==> config.mk <==
export PLATFORM = sky130hd
export DESIGN_NAME = bank_window_unit
export DESIGN_NICKNAME = d
export VERILOG_FILES = /design/src/rtl/bank_window_pkg.sv /design/src/rtl/bank_window_load_arb.sv /design/src/rtl/bank_window_base_reg.sv /design/src/rtl/bank_window_xlate.sv /design/src/rtl/bank_window_unit.sv
export SDC_FILE = /design/constraint.sdc
export NUM_CORES = 1
export LEC_CHECK = 0
export CORE_MARGIN = 1.5
export CORE_UTILIZATION = 35
export DETAILED_ROUTE_END_ITERATION = 7
export PLACE_DENSITY = 0.82
export SLEW_MARGIN = 20
export SYNTH_ARGS = -nofsm -noshare
export SYNTH_HDL_FRONTEND = slang
export SYNTH_HIERARCHICAL = 1
export SYNTH_SLANG_ARGS = --single-unit
==> constraint.sdc <==
create_clock -name clk -period 2.1 [get_ports clk]
set_input_delay 0.42 -clock clk [delete_from_list [all_inputs] [get_ports clk]]
set_output_delay 0.42 -clock clk [all_outputs]
set_load 0.1 [all_outputs]
==> src/rtl/bank_window_pkg.sv <==
package bank_window_pkg;

    localparam int MAIN_ADDR_W = 24;
    localparam int WIN_OFF_W   = 15;
    localparam int BYTE_W      = 8;
    localparam int HOST_DATA_W = 16;
    localparam int SND_DATA_W  = 8;

    // One shift-in request after arbitration between the two writers.
    typedef struct packed {
        logic valid;
        logic bit_in;
    } shift_req_t;

    typedef enum logic [1:0] {
        LOAD_NONE = 2'd0,
        LOAD_HOST = 2'd1,
        LOAD_SND  = 2'd2
    } load_src_e;

    // Inserts one bit at the top of the kept field and drops the lowest.
    function automatic logic [MAIN_ADDR_W-WIN_OFF_W-1:0] push_top(
        input logic [MAIN_ADDR_W-WIN_OFF_W-1:0] cur,
        input logic                             b
    );
        logic [MAIN_ADDR_W-WIN_OFF_W-1:0] nxt;
        nxt = cur >> 1;
        nxt[MAIN_ADDR_W-WIN_OFF_W-1] = b;
        return nxt;
    endfunction

endpackage

==> src/rtl/bank_window_load_arb.sv <==
module bank_window_load_arb
    import bank_window_pkg::*;
#(
    parameter int HOST_DW = HOST_DATA_W,
    parameter int SND_DW  = SND_DATA_W
) (
    input  logic               host_we,
    input  logic [HOST_DW-1:0] host_data,
    input  logic               snd_we,
    input  logic [SND_DW-1:0]  snd_data,
    output shift_req_t         req
);
    load_src_e src;

    // Upper data bits play no part in a load.
    logic unused_upper;
    assign unused_upper = ^{host_data[HOST_DW-1:1], snd_data[SND_DW-1:1]};

    always_comb begin
        if (host_we)     src = LOAD_HOST;
        else if (snd_we) src = LOAD_SND;
        else             src = LOAD_NONE;
    end

    always_comb begin
        unique case (src)
            LOAD_HOST: req = '{valid: 1'b1, bit_in: host_data[0]};
            LOAD_SND:  req = '{valid: 1'b1, bit_in: snd_data[0]};
            default:   req = '{valid: 1'b0, bit_in: 1'b0};
        endcase
    end
endmodule

==> src/rtl/bank_window_base_reg.sv <==
module bank_window_base_reg
    import bank_window_pkg::*;
#(
    parameter int ADDR_W = MAIN_ADDR_W,
    parameter int OFF_W  = WIN_OFF_W
) (
    input  logic              clk,
    input  logic              rst,
    input  shift_req_t        ld,
    output logic [ADDR_W-1:0] base
);
    localparam int KEEP_W = ADDR_W - OFF_W;

    logic [KEEP_W-1:0] kept_q;
    logic [KEEP_W-1:0] kept_d;

    generate
        if (KEEP_W == 1) begin : g_single
            assign kept_d = ld.valid ? ld.bit_in : kept_q;
        end else begin : g_shift
            always_comb begin
                kept_d = kept_q;
                if (ld.valid) begin
                    kept_d = {ld.bit_in, kept_q[KEEP_W-1:1]};
                end
            end
        end
    endgenerate

    always_ff @(posedge clk) begin
        if (rst) kept_q <= '0;
        else     kept_q <= kept_d;
    end

    assign base = {kept_q, {OFF_W{1'b0}}};
endmodule

==> src/rtl/bank_window_xlate.sv <==
module bank_window_xlate
    import bank_window_pkg::*;
#(
    parameter int ADDR_W = MAIN_ADDR_W,
    parameter int OFF_W  = WIN_OFF_W,
    parameter int DW     = BYTE_W
) (
    input  logic              [ADDR_W-1:0] base,
    input  logic                           win_req,
    input  logic                           win_we,
    input  logic              [OFF_W-1:0]  win_off,
    input  logic              [DW-1:0]     win_wdata,
    output logic              [DW-1:0]     win_rdata,
    output logic                           mbus_req,
    output logic                           mbus_we,
    output logic              [ADDR_W-1:0] mbus_addr,
    output logic              [DW-1:0]     mbus_wdata,
    input  logic              [DW-1:0]     mbus_rdata
);
    assign mbus_req   = win_req;
    assign mbus_we    = win_req & win_we;
    assign mbus_addr  = base + ADDR_W'(win_off);
    assign mbus_wdata = win_wdata;
    assign win_rdata  = mbus_rdata;
endmodule

==> src/rtl/bank_window_unit.sv <==
module bank_window_unit
    import bank_window_pkg::*;
#(
    parameter int ADDR_W  = MAIN_ADDR_W,
    parameter int OFF_W   = WIN_OFF_W,
    parameter int DW      = BYTE_W,
    parameter int HOST_DW = HOST_DATA_W,
    parameter int SND_DW  = SND_DATA_W
) (
    input  logic               clk,
    input  logic               rst,
    input  logic               host_bit_we,
    input  logic [HOST_DW-1:0] host_bit_data,
    input  logic               snd_bit_we,
    input  logic [SND_DW-1:0]  snd_bit_data,
    input  logic               win_req,
    input  logic               win_we,
    input  logic [OFF_W-1:0]   win_off,
    input  logic [DW-1:0]      win_wdata,
    output logic [DW-1:0]      win_rdata,
    output logic               mbus_req,
    output logic               mbus_we,
    output logic [ADDR_W-1:0]  mbus_addr,
    output logic [DW-1:0]      mbus_wdata,
    input  logic [DW-1:0]      mbus_rdata,
    output logic [ADDR_W-1:0]  win_base
);
    shift_req_t ld;

    bank_window_load_arb #(.HOST_DW(HOST_DW), .SND_DW(SND_DW)) u_arb (
        .host_we   (host_bit_we),
        .host_data (host_bit_data),
        .snd_we    (snd_bit_we),
        .snd_data  (snd_bit_data),
        .req       (ld)
    );

    bank_window_base_reg #(.ADDR_W(ADDR_W), .OFF_W(OFF_W)) u_base (
        .clk  (clk),
        .rst  (rst),
        .ld   (ld),
        .base (win_base)
    );

    bank_window_xlate #(.ADDR_W(ADDR_W), .OFF_W(OFF_W), .DW(DW)) u_xlate (
        .base       (win_base),
        .win_req    (win_req),
        .win_we     (win_we),
        .win_off    (win_off),
        .win_wdata  (win_wdata),
        .win_rdata  (win_rdata),
        .mbus_req   (mbus_req),
        .mbus_we    (mbus_we),
        .mbus_addr  (mbus_addr),
        .mbus_wdata (mbus_wdata),
        .mbus_rdata (mbus_rdata)
    );
endmodule

==> results.json <==
{
  "clockRootBuffer": "clkbuf_8",
  "grt_max_degree": 12,
  "die_area_um2": 5248,
  "cp-end-kind": "primary output",
  "path_cells": "and4_4 > nand4_1 > a22o_1 > a311o_2 > buf_12",
  "grt.overflow.total": 0,
  "internal-power_uw": 777.1,
  "hold_depth": 2,
  "wl_mm": 4.663,
  "drt_iter0_drc": 53,
  "synth_ff_type": "dfxtp_1",
  "routed_via_density": 5.356,
  "clock_latency_ns": 0.23,
  "clkPwrFrac_pct": 11.1,
  "start_util_pct": 35.97,
  "slew_headroom_pct": 65.34,
  "ctsHoldBuffers": 0,
  "cts_buffers": 3,
  "reg2regPathDepth": 3,
  "place_area_um2": 2659,
  "gp_congestion": 0.8071,
  "status": "finished clean",
  "p_leak_uw": 0.001228,
  "largest_reg_flops": 9,
  "async_flop_share_pct": 0,
  "criticalPathCategory": "register to primary output",
  "worst_slew_pin_slew_ns": 0.5198,
  "post-route-worst-setup-slack_ns": 0.01841,
  "max-clock-path-buffers": 2,
  "reg2reg_from": "u_base/kept_q[3]$_SDFFE_PP0P_",
  "rows": 25,
  "cp_slowest_cell": "dfxtp_4",
  "pwr-share-seq_pct": 9.8,
  "drcViolationCount": 0,
  "first_pass_iters": 4,
  "top_register": "u_base/kept_q",
  "nNetsFinal": 355,
  "crit_required_ns": 1.68,
  "wl_per_cell_um": 14.09,
  "crit_arrival_ns": 1.66,
  "p_sw_uw": 1017,
  "port_buffers": 57,
  "drive_gt1_share_pct": 36.82,
  "hold_viol_final": 0,
  "ys_types": 51,
  "place_ws_ns": -0.4727,
  "reg_top3": "u_base/kept_q: 9 flops",
  "area_growth_pct": 62.56,
  "io_pins": 127,
  "vias": 1773,
  "dp.cells": 324,
  "htreeDepth": 1,
  "fmax_mhz": 480.4,
  "coreArea_um2": 4692,
  "r2r-end": "u_base/kept_q[3]$_SDFFE_PP0P_",
  "gr-usage-all-layers_pct": 17.73,
  "synth_top_area_share_pct": 15.57,
  "grt_pass1_vias": 1818,
  "grt_pass1_wl_mm": 7.672,
  "finalNonFillerCells": 331,
  "fin_util_pct": 58.48,
  "hp-class": "register to register",
  "clkSlewWorstSetupHoldPaths_ns": 0.04,
  "drtAntennaViolNets": 0,
  "rsz0062_at_grt": "yes",
  "cap_violations": 0,
  "cts_sinks": 9,
  "r2r_slack_ns": 1.29,
  "netlist_instances": 217,
  "netlist_area_um2": 1688,
  "hold_start": "u_base/kept_q[6]$_SDFFE_PP0P_",
  "die_w_um": 72.45,
  "combPwrFrac_pct": 79.0,
  "post-route-min-period_ns": 2.082,
  "power.share.switching_pct": 56.68,
  "max-vdd-ir-drop_mv": 0.4962,
  "ys_warn_count": 6,
  "antenna_cells": 0,
  "slowest_delay_ns": 0.34,
  "seq_area_frac_synth_pct": 10.67,
  "synth_area_per_cell_um2": 7.778,
  "yosys.area.top_type": "buf_4",
  "synth_seq_cells": 9,
  "synth_area_leaders": "buf_4 (16%), ha_1 (11%), dfxtp_1 (11%), mux2i_1 (5.9%), xor2_1 (5.2%)",
  "whs_endpoint": "u_base/kept_q[6]$_SDFFE_PP0P_",
  "cp_max_fo": 3,
  "cp-start-kind": "register",
  "finalMaxSlewViolations": 0,
  "cts_tree": "done",
  "synth-edff-count": 0,
  "dpl.hpwl_mm": 3.799,
  "finalCritPeriodShare_pct": 99.12,
  "final_cell_area_um2": 2744,
  "skew_ns": 0.004293,
  "die_h_um": 72.45,
  "finalSetupViolations": 0,
  "antenna_found_initial": 0,
  "powerDensity_nw_per_um2": 653.8
}
==> cell usage in the layout (no fill, tap or decap), drive strengths merged, types with 7 or more instances in the layout <==
cell / n
xor2: 10
o21ai: 7
nand4: 9
conb: 15
dfxtp: 9
nand2: 15
nand3: 9
ha: 15
xnor2: 7
a21oi: 19
nor2: 14
mux2i: 10
clkdlybuf4s50: 19
buf: 59
==> cells in the mapped netlist (2+ instances only) <==
cell,number
a21oi_2,2
nand3_1,9
nand2_1,15
or4_1,2
o21bai_1,2
nand4_1,9
inv_1,5
nor2_1,14
nand2b_1,2
o21ai_0,4
dfxtp_1,9
a21oi_1,17
a21o_1,5
xnor2_1,7
mux2i_1,10
o21ai_1,2
nor4_1,2
buf_4,35
nor3_1,6
ha_1,15
o31ai_1,2
and3_1,3
o211ai_1,3
xor2_1,10
==> how the worst max path moves through the flow <==
stage | from | end | slack, ns
3_3_place_gp | win_off[13] | mbus_addr[20] | -0.43
3_5_place_dp | win_off[14] | mbus_addr[20] | -0.47
2_1_floorplan | u_base/kept_q[3]$_SDFFE_PP0P_ | mbus_addr[20] | -0.32
5_1_grt | u_base/kept_q[2]$_SDFFE_PP0P_ | mbus_addr[22] | -0.04
6_report | u_base/kept_q[2]$_SDFFE_PP0P_ | mbus_addr[22] | 0.02
4_1_cts | u_base/kept_q[2]$_SDFFE_PP0P_ | mbus_addr[22] | -0.04
==> timing repair <==
item | CTS | global route
pin swaps | 8 | 6
gates resized for setup | 17 | 2
buffers inserted | 1 | 2
setup endpoints to repair | 5 | 4
==> area by class of cell <==
class | instances | area (um^2)
fill | 404 | 1948
clock buffer | 4 | 45.04
inverter | 5 | 21.27
multi-input combinational | 180 | 1440
timing repair buffer | 79 | 969.7
sequential | 9 | 200.2
tap | 54 | 67.56
==> per-stage QoR <==
stage | hold WS, ns | TNS [ns] | total power [uW]
floorplan | 0.6703 | -0.7748 | 1308
global placement | 0.5450 | -1.624 | 1549
detailed placement | 0.5583 | -1.707 | 1557
CTS | 0.5673 | -0.05375 | 1777
global route | 0.6296 | -0.06051 | 1868
finish | 0.5663 | 0 | 1794
==> layer usage <==
metal | vias up | share of wire (%) | track usage (%) | wire, um
met2 | 88 | 52 | 32.20 | 2406
met1 | 807 | 39 | 20.03 | 1834
li1 | 870 | - | - | -
met5 | - | 0 | 0 | 0
met4 | 0 | 1.1 | 5.451 | 53
met3 | 8 | 7.9 | 5.000 | 370
==> worst max-delay path, delay by kind of cell, from the launching register on <==
kind	cells	cell delay, ns
AOI/OAI and AO/OA	2	0.57
and+or+nand+nor	2	0.35
DFF	1	0.34
buffers and inverters	1	0.18
==> power by group through the flow <==
| stage | sequential [uW] | clock [uW] | combinational [uW] |
|---|---|---|---|
| global placement | 179 | 0 | 1370 |
| floorplan | 199 | 0 | 1110 |
| CTS | 176 | 210 | 1390 |
| global route | 176 | 219 | 1470 |
| detailed placement | 179 | 0 | 1380 |
| finish | 176 | 200 | 1420 |
==> logic make-up (layout without fill, tap and decap cells) <==
logic type,count (synthesis),count (layout),share of synthesized area (%)
adder cells (fa/ha/maj),16,16,12.31
XOR/XNOR,17,17,8.821
AND/OR/NAND/NOR,69,69,21.05
multiplexers,10,10,5.931
AO/OA/AOI/OAI,53,53,23.43
flip-flops,9,9,10.67
other,1,15,0.2222
buffers and inverters,42,88,17.57
No activity file was read; power rests on OpenSTA's default activity.
